==> src/rtl/cfg_port_pkg.sv <==
package cfg_port_pkg;

    typedef logic [7:0] byte_t;

    typedef enum logic {
        ST_CLEAR = 1'b0,
        ST_ARMED = 1'b1
    } idx_state_e;

    // Strap-dependent power-on value of a relative register.
    function automatic byte_t strap_default(input int unsigned r, input logic ext);
        byte_t v;
        v = 8'h00;
        if (ext) begin
            case (r)
                32'h09:  v = 8'h40;
                32'h11:  v = 8'h09;
                32'h12:  v = 8'hFF;
                32'h1F:  v = 8'h20;
                32'h23:  v = 8'hF0;
                32'h26:  v = 8'h01;
                default: v = 8'h00;
            endcase
        end else if (r == 32'h11) begin
            v = 8'h01;
        end
        return v;
    endfunction

endpackage

==> src/rtl/cfg_index_fsm.sv <==
module cfg_index_fsm
    import cfg_port_pkg::*;
#(
    parameter int unsigned           ADDR_W     = 16,
    parameter logic [ADDR_W-1:0]     INDEX_PORT = 16'h0022,
    parameter logic [ADDR_W-1:0]     DATA_PORT  = 16'h0023
) (
    input  logic              clk,
    input  logic              rst,
    input  logic [ADDR_W-1:0] io_addr,
    input  logic              io_wr,
    input  logic              io_rd,
    input  byte_t             io_wdata,
    output byte_t             cur_idx,
    output logic              data_acc
);

    idx_state_e state_q, state_d;
    byte_t      idx_q, idx_d;
    logic       idx_wr;

    always_comb begin
        idx_wr   = io_wr && (io_addr == INDEX_PORT);
        data_acc = (io_wr || io_rd) && (io_addr == DATA_PORT);
    end

    // Next-state logic: LATCH, RELATCH, CONSUME
    always_comb begin
        state_d = state_q;
        idx_d   = idx_q;
        unique case (state_q)
            ST_CLEAR: begin
                if (idx_wr) begin
                    state_d = ST_ARMED;
                    idx_d   = io_wdata;
                end
            end
            ST_ARMED: begin
                if (idx_wr) begin
                    state_d = ST_ARMED;
                    idx_d   = io_wdata;
                end else if (data_acc) begin
                    state_d = ST_CLEAR;
                    idx_d   = 8'h00;
                end
            end
        endcase
    end

    always_ff @(posedge clk) begin
        if (rst) begin
            state_q <= ST_CLEAR;
            idx_q   <= 8'h00;
        end else begin
            state_q <= state_d;
            idx_q   <= idx_d;
        end
    end

    always_comb begin
        cur_idx = (state_q == ST_ARMED) ? idx_q : 8'h00;
    end

    assert_idx_consume_R4: assert property (@(posedge clk) disable iff (rst)
        data_acc |=> (cur_idx == 8'h00));

    assert_idx_latch_R2: assert property (@(posedge clk) disable iff (rst)
        idx_wr |=> (cur_idx == $past(io_wdata)));

endmodule

==> src/rtl/cfg_window_decode.sv <==
module cfg_window_decode
    import cfg_port_pkg::*;
#(
    parameter int unsigned REL_W       = 7,
    parameter int unsigned EXT_COUNT   = 119,
    parameter int unsigned BASIC_COUNT = 18,
    parameter byte_t       EXT_IDX     = 8'h1C
) (
    input  byte_t             cur_idx,
    input  byte_t             base_idx,
    input  logic              strap_ext,
    output logic              in_win,
    output logic [REL_W-1:0]  rel,
    output logic              ext_hit
);

    logic [8:0] count;
    logic [8:0] last;

    always_comb begin
        count   = strap_ext ? 9'(EXT_COUNT) : 9'(BASIC_COUNT);
        last    = {1'b0, base_idx} + count - 9'd1;
        in_win  = (cur_idx >= base_idx) && ({1'b0, cur_idx} <= last);
        rel     = REL_W'(cur_idx - base_idx);
        ext_hit = strap_ext && (cur_idx == EXT_IDX);
    end

endmodule

==> src/rtl/cfg_reg_bank.sv <==
module cfg_reg_bank
    import cfg_port_pkg::*;
#(
    parameter int unsigned REG_MAX = 119,
    parameter int unsigned REL_W   = 7,
    parameter int unsigned W1C_REL = 25
) (
    input  logic                 clk,
    input  logic                 rst,
    input  logic                 strap_ext,
    input  logic                 wr_en,
    input  logic [REL_W-1:0]     rel,
    input  byte_t                wdata,
    input  byte_t                stat_set,
    output logic [REG_MAX*8-1:0] regs_flat,
    output byte_t                rd_byte,
    output logic                 stb,
    output logic [REL_W-1:0]     stb_reg,
    output byte_t                stb_xor
);

    byte_t mem [REG_MAX];
    byte_t nxt_val;

    always_comb begin
        rd_byte = (32'(rel) < REG_MAX) ? mem[rel] : 8'hFF;
        nxt_val = (32'(rel) == W1C_REL) ? ((rd_byte & ~wdata) | stat_set) : wdata;
    end

    for (genvar g = 0; g < REG_MAX; g++) begin : g_reg
        if (g == W1C_REL) begin : g_w1c
            always_ff @(posedge clk) begin
                if (rst)
                    mem[g] <= strap_default(g, strap_ext);
                else if (wr_en && (rel == REL_W'(g)))
                    mem[g] <= (mem[g] & ~wdata) | stat_set;
                else
                    mem[g] <= mem[g] | stat_set;
            end

            assert_w1c_no_raise_R6: assert property (@(posedge clk) disable iff (rst)
                !rst |=> ((mem[g] & ~$past(mem[g]) & ~$past(stat_set)) == 8'h00));
        end else begin : g_plain
            always_ff @(posedge clk) begin
                if (rst)
                    mem[g] <= strap_default(g, strap_ext);
                else if (wr_en && (rel == REL_W'(g)))
                    mem[g] <= wdata;
            end
        end
        assign regs_flat[g*8 +: 8] = mem[g];
    end

    always_ff @(posedge clk) begin
        if (rst) begin
            stb     <= 1'b0;
            stb_reg <= '0;
            stb_xor <= 8'h00;
        end else begin
            stb <= wr_en;
            if (wr_en) begin
                stb_reg <= rel;
                stb_xor <= rd_byte ^ nxt_val;
            end
        end
    end

    assert_strobe_cause_R9: assert property (@(posedge clk) disable iff (rst)
        stb |-> ($past(wr_en) && (stb_reg == $past(rel))));

    assert_hold_without_write_R5: assert property (@(posedge clk) disable iff (rst)
        (!wr_en && (stat_set == 8'h00)) |=> $stable(regs_flat));

endmodule

==> src/rtl/cfg_index_port.sv <==
module cfg_index_port
    import cfg_port_pkg::*;
#(
    parameter int unsigned       ADDR_W       = 16,
    parameter int unsigned       REG_MAX      = 119,
    parameter int unsigned       BASIC_COUNT  = 18,
    parameter logic [ADDR_W-1:0] INDEX_PORT   = 16'h0022,
    parameter logic [ADDR_W-1:0] DATA_PORT    = 16'h0023,
    parameter int unsigned       SCRATCH_BASE = 32'h00E1,
    parameter int unsigned       SCRATCH_N    = 2,
    parameter byte_t             EXT_IDX      = 8'h1C,
    parameter int unsigned       W1C_REL      = 25,
    localparam int unsigned      REL_W        = $clog2(REG_MAX)
) (
    input  logic                 clk,
    input  logic                 rst,
    input  logic                 strap_ext,
    input  logic [7:0]           base_idx,
    input  logic [ADDR_W-1:0]    io_addr,
    input  logic                 io_wr,
    input  logic                 io_rd,
    input  logic [7:0]           io_wdata,
    output logic [7:0]           io_rdata,
    input  logic [7:0]           ext_port_val,
    input  logic [7:0]           stat_set,
    output logic [REG_MAX*8-1:0] cfg_regs,
    output logic                 wr_strobe,
    output logic [REL_W-1:0]     wr_reg,
    output logic [7:0]           wr_xor
);

    byte_t            cur_idx;
    logic             data_acc;
    logic             in_win;
    logic             ext_hit;
    logic [REL_W-1:0] rel;
    byte_t            rd_byte;
    logic             reg_wr;
    logic             data_rd;
    logic [SCRATCH_N-1:0] scr_hit;
    byte_t            scr [SCRATCH_N];

    cfg_index_fsm #(
        .ADDR_W     (ADDR_W),
        .INDEX_PORT (INDEX_PORT),
        .DATA_PORT  (DATA_PORT)
    ) u_fsm (
        .clk      (clk),
        .rst      (rst),
        .io_addr  (io_addr),
        .io_wr    (io_wr),
        .io_rd    (io_rd),
        .io_wdata (io_wdata),
        .cur_idx  (cur_idx),
        .data_acc (data_acc)
    );

    cfg_window_decode #(
        .REL_W       (REL_W),
        .EXT_COUNT   (REG_MAX),
        .BASIC_COUNT (BASIC_COUNT),
        .EXT_IDX     (EXT_IDX)
    ) u_dec (
        .cur_idx   (cur_idx),
        .base_idx  (base_idx),
        .strap_ext (strap_ext),
        .in_win    (in_win),
        .rel       (rel),
        .ext_hit   (ext_hit)
    );

    always_comb begin
        reg_wr  = data_acc && io_wr && in_win;
        data_rd = io_rd && (io_addr == DATA_PORT);
    end

    cfg_reg_bank #(
        .REG_MAX (REG_MAX),
        .REL_W   (REL_W),
        .W1C_REL (W1C_REL)
    ) u_bank (
        .clk       (clk),
        .rst       (rst),
        .strap_ext (strap_ext),
        .wr_en     (reg_wr),
        .rel       (rel),
        .wdata     (io_wdata),
        .stat_set  (stat_set),
        .regs_flat (cfg_regs),
        .rd_byte   (rd_byte),
        .stb       (wr_strobe),
        .stb_reg   (wr_reg),
        .stb_xor   (wr_xor)
    );

    for (genvar g = 0; g < SCRATCH_N; g++) begin : g_scr
        assign scr_hit[g] = (io_addr == ADDR_W'(SCRATCH_BASE + g));
        always_ff @(posedge clk) begin
            if (rst)
                scr[g] <= 8'hFF;
            else if (io_wr && scr_hit[g])
                scr[g] <= io_wdata;
        end

        assert_scratch_hold_R8: assert property (@(posedge clk) disable iff (rst)
            !(io_wr && scr_hit[g]) |=> $stable(scr[g]));
    end

    always_comb begin
        io_rdata = 8'hFF;
        if (data_rd) begin
            if (in_win)
                io_rdata = rd_byte;
            else if (ext_hit)
                io_rdata = ext_port_val;
        end else if (io_rd) begin
            for (int k = 0; k < SCRATCH_N; k++)
                if (scr_hit[k]) io_rdata = scr[k];
        end
    end

    assert_oow_float_R5: assert property (@(posedge clk) disable iff (rst)
        (data_rd && !in_win && !ext_hit) |-> (io_rdata == 8'hFF));

    assert_ext_pass_R7: assert property (@(posedge clk) disable iff (rst)
        (data_rd && !in_win && ext_hit) |-> (io_rdata == ext_port_val));

    assert_strobe_only_accepted_R3: assert property (@(posedge clk) disable iff (rst)
        (data_acc && io_wr && !in_win) |=> !wr_strobe);

endmodule

==> config.mk <==
export PLATFORM = sky130hd
export DESIGN_NAME = cfg_index_port
export DESIGN_NICKNAME = d
export VERILOG_FILES = /design/src/rtl/cfg_port_pkg.sv /design/src/rtl/cfg_index_fsm.sv /design/src/rtl/cfg_window_decode.sv /design/src/rtl/cfg_reg_bank.sv /design/src/rtl/cfg_index_port.sv
export SDC_FILE = /design/constraint.sdc
export NUM_CORES = 2
export LEC_CHECK = 0
export ABC_AREA = 1
export CAP_MARGIN = 20
export CORE_ASPECT_RATIO = 1.1
export CORE_MARGIN = 10
export CORE_UTILIZATION = 32
export DETAILED_ROUTE_END_ITERATION = 8
export GPL_TIMING_DRIVEN = 0
export PLACE_DENSITY_LB_ADDON = 0.1
export SYNTH_ARGS = -nofsm -noshare
export SYNTH_HDL_FRONTEND = slang
export SYNTH_SLANG_ARGS = --single-unit
==> constraint.sdc <==
create_clock -name clk -period 6.5 [get_ports clk]
set_input_delay 1.95 -clock clk [delete_from_list [all_inputs] [get_ports clk]]
set_output_delay 1.95 -clock clk [all_outputs]
set_load 0.02 [all_outputs]
==> summary.md <==
| Metric | Value |
|---|---|
| Placed cell area | `between 0.06 and 0.07 mm2` |
| #FFs+latches synth | `993` |
| Sw Ratio | `30.4%` |
| Final ANT Viol Nets | `0` |
| Fin area | `0.0687 mm2` |
| Layout Area Growth over Synthesis | `41.8%` |
| CP Buf/Inv Count | `8` |
| Regs by FF count | `u_bank.mem: 952 flops, scr: 16 flops` |
| DRT Pass-1 Iters | `6` |
| Failing checks | `negative setup slack` |
| Unrepaired setup endpoints after global routing | `true` |
| Die W | `391 um` |
| DRC Markers | `0` |
| Vias/cell | `5.55` |
| Drt wl/cell | `approximately 37 um` |
| EDFF count, synth | `968` |
| Reg power frac | `44.5%` |
| Crit path kind | `input port to primary output` |
| Largest register FFs | `952` |
| Initial antenna violation count | `34` |
| Placer congestion estimate | `0.988` |
| # Max-Cap Violations | `0` |
| Area of the multi-input gates | `0.0184 mm2` |
| CP peak stage delay | `0.55 ns` |
| Pint | `about 12 mW` |
| Share of layout cells above drive strength 1 | `roughly an eighth` |
| Total CTS buffers | `113` |
| Worst-path clk slew | `0.06 ns` |
| YS warnings | `0` |
| PwrDens | `between 200 and 250 mW/mm2` |
| Netlist cell types | `43` |
| Vias in the first global route | `46.8k` |
| Crit path DAT | `5.05 ns` |
| Top reg by flops | `u_bank.mem` |
| Combinational share of power | `17.1%` |
| Port-buffer cells | `about 1.0k` |
| Crit-path cells | `buf_8 -> ha_4 -> inv_4 -> fa_2 -> buf_12 -> inv_12 -> buf_12 -> buf_16 -> clkbuf_16 -> nand2_1 -> nand2_1 -> nand2_2 -> nand2_2 -> nand2_1 -> nand2_2 -> nand2_2 -> nand2_4 -> o21ai_4 -> nand3_4 -> nand2_4 -> a31oi_2 -> buf_4` |
| CP most frequent cell | `nand2_2` |
| Net count, final | `6,961` |
| Final min period | `about 7 ns` |
| Async S/R FF share, synth | `0%` |
| Die H | `428 um` |
| Iter 0 DRT Violations | `6,619` |
| WP data required | `4.55 ns` |
| CP delay by family, top | `buffers and inverters` |
| Worst skew pair latency | `approximately 0.77 ns` |
| Top post-synthesis cells by area | `edfxtp_1, nand2_1, nor2_1` |
| Io pins | `1,029` |
| Final wirelength | `331,000 um` |
| Standard-cell row count | `~150` |
| Leak | `28.9 nW` |
| Clock share of power | `about two fifths` |
| Grt ovf | `0` |
| Peak supply drop | `0.000214 V` |
| Post-CTS Hold Buffers | `0` |
| First-pass GRT wire length | `427,000 um` |
| Syn Area/Cell | `between 8 and 9 um2` |
| Tcrit/Tclk final | `108%` |
| Synthesized area | `0.0484 mm2` |
| Critical path's slowest cell | `fa_2` |
| Post-DP HPWL | `260,000 um` |
| Top FF cell, synth | `edfxtp_1` |
| TritonCTS clock tree | `yes` |
| Seq/Total Area, Yosys | `around 60%` |
| Cell with the most instances after synthesis | `nand2_1` |
| TNS Setup | `-3.70 ns` |
| Crit start category | `input port` |
| Final core occ | `45.7%` |
| Mapped Cells | `5,577` |
| Fmax | `143 MHz` |
| Max-slew violation count | `0` |
| Core region area | `0.150 mm2` |
| CTS max path bufs | `3` |
| Post-synth top cells | `nand2_1, nor2_1, edfxtp_1` |
| Status | `complete, but fails checks` |
| CTS sink cnt | `around 990` |
| Critical Path Fanout Max | `6` |
| P_sw | `5.03 mW` |
| Post-synth top area share | `60.0%` |
| Final setup vio count | `8` |
| Clk root buf | `clkbuf_16` |
| H-tree depth | `3` |
| Worst min-delay path category | `flip-flop to flip-flop` |
| Hold WS | `between 0.4 and 0.5 ns` |
| Max_slew headroom | `18.0%` |
| Tot GR Track Use | `37.7%` |
| Final worst slack | `-0.503 ns` |
| Fin. Hold Viols | `0` |
| Reg area | `0.0296 mm2` |
| Largest net degree at the start of global routing | `16` |
| Post-synth top area cell | `edfxtp_1` |
| Starting density of the core | `32.2%` |
| Via count | `just under 50k` |
| Final-layout fill cell count | `14.7k` |
| Clk_skew | `0.0274 ns` |
| Die area | `between 0.15 and 0.2 mm2` |
| Worst Tran Pin Value | `approximately 1.2 ns` |
| Critical Path Sink Type | `primary output` |
## area by class of cell
type	count	share of cell area (%)
Tap cell	1963	3.58
Inverter	107	0.647
Buffer	341	3.50
Clock buffer	145	4.35
Sequential cell	993	43.1
Antenna cell	16	0.0583
Multi-Input combinational cell	4142	26.7
Timing Repair Buffer	1187	17.3
Clock inverter	53	0.734
## placed cells by master (no fill, tap or decap), types with 7 or more instances in the layout
cell	n
clkbuf_2	55
buf_16	9
clkbuf_1	158
buf_4	97
o21ai_1	78
clkinv_2	20
buf_1	7
clkinv_1	17
bufinv_16	8
conb_1	8
buf_8	25
nor2_4	21
nand3_2	54
nor3_1	7
clkbuf_16	126
nor2_1	974
nand2_1	2416
a211oi_1	8
inv_2	18
buf_12	28
nand3_1	123
o21ai_0	69
diode_2	16
a21oi_1	56
nand2_2	116
edfxtp_1	968
nand2_4	46
buf_6	29
o21ai_4	13
clkbuf_4	42
clkdlybuf4s50_1	1015
clkbuf_8	14
nand3_4	24
nand4_1	40
nor2_2	16
o21ai_2	11
ha_1	18
inv_1	82
buf_2	67
dfxtp_1	25
## power by group through the flow
stage | registers [mW] | logic [mW] | clock network (mW)
floorplan | 7.60 | 0.812 | 0
global placement | 7.50 | 2.35 | 0
detailed placement | 7.49 | 2.43 | 0
CTS | 7.36 | 2.68 | 6.34
global route | 7.37 | 2.88 | 6.56
finish | 7.37 | 2.84 | 6.37
## routing by layer
layer / global-route usage (%) / routed length (um)
met4: 23.1 / 24500
met1: 43.6 / 117000
met3: 13.9 / 41400
met5: 0.692 / 503
met2: 58.9 / 148000
## through the flow
step | cells | total power, mW | setup WS, ns
after floorplan | 5584 | 8.41 | 0.0708
after global placement | 8574 | 9.86 | -3.49
after detailed placement | 8690 | 9.92 | -3.47
after CTS | 8919 | 16.4 | -0.512
after global routing | 8935 | 16.8 | -0.539
final | 8947 | 16.6 | -0.503
## worst paths after layout
check	startpoint	end	slack [ns]	depth (start not counted)
min reg2reg	u_fsm.idx_q[4]$_SDFFE_PP0P_	u_fsm.idx_q[4]$_SDFFE_PP0P_	0.48	2
max reg2reg	u_fsm.state_q$_SDFF_PP0_	u_bank.mem[75][0]$_SDFFCE_PN0P_	0.67	15
max	base_idx[0]	io_rdata[1]	-0.50	22
min	u_fsm.idx_q[4]$_SDFFE_PP0P_	u_fsm.idx_q[4]$_SDFFE_PP0P_	0.48	2
## kinds of logic (layout without fill, tap and decap cells)
group	after synthesis	in the layout	share of synthesized area, %
simple gates	3845	3845	31.7
flops	993	993	61.1
buf+inv	449	1833	3.67
compound gates	259	259	2.81
fa+ha+maj	23	23	0.610
xor+xnor	7	7	0.142
other cells	1	24	0.00774
## repair_timing
action	4_1_cts	5_1_grt
setup buffers	26	3
pin swaps	67	79
gates resized for setup	686	197
setup endpoints to repair	895	116
cloned	5	6
## worst register-to-register path, delay by kind of cell (launching register included)
family | cells | cell delay (ns)
adders and majority gates | 2 | 0.73
and+or+nand+nor | 3 | 1.18
buffers and inverters | 9 | 2.27
DFF | 1 | 0.29
AOI/OAI and AO/OA | 1 | 1.07
No activity file was read; power rests on OpenSTA's default activity.
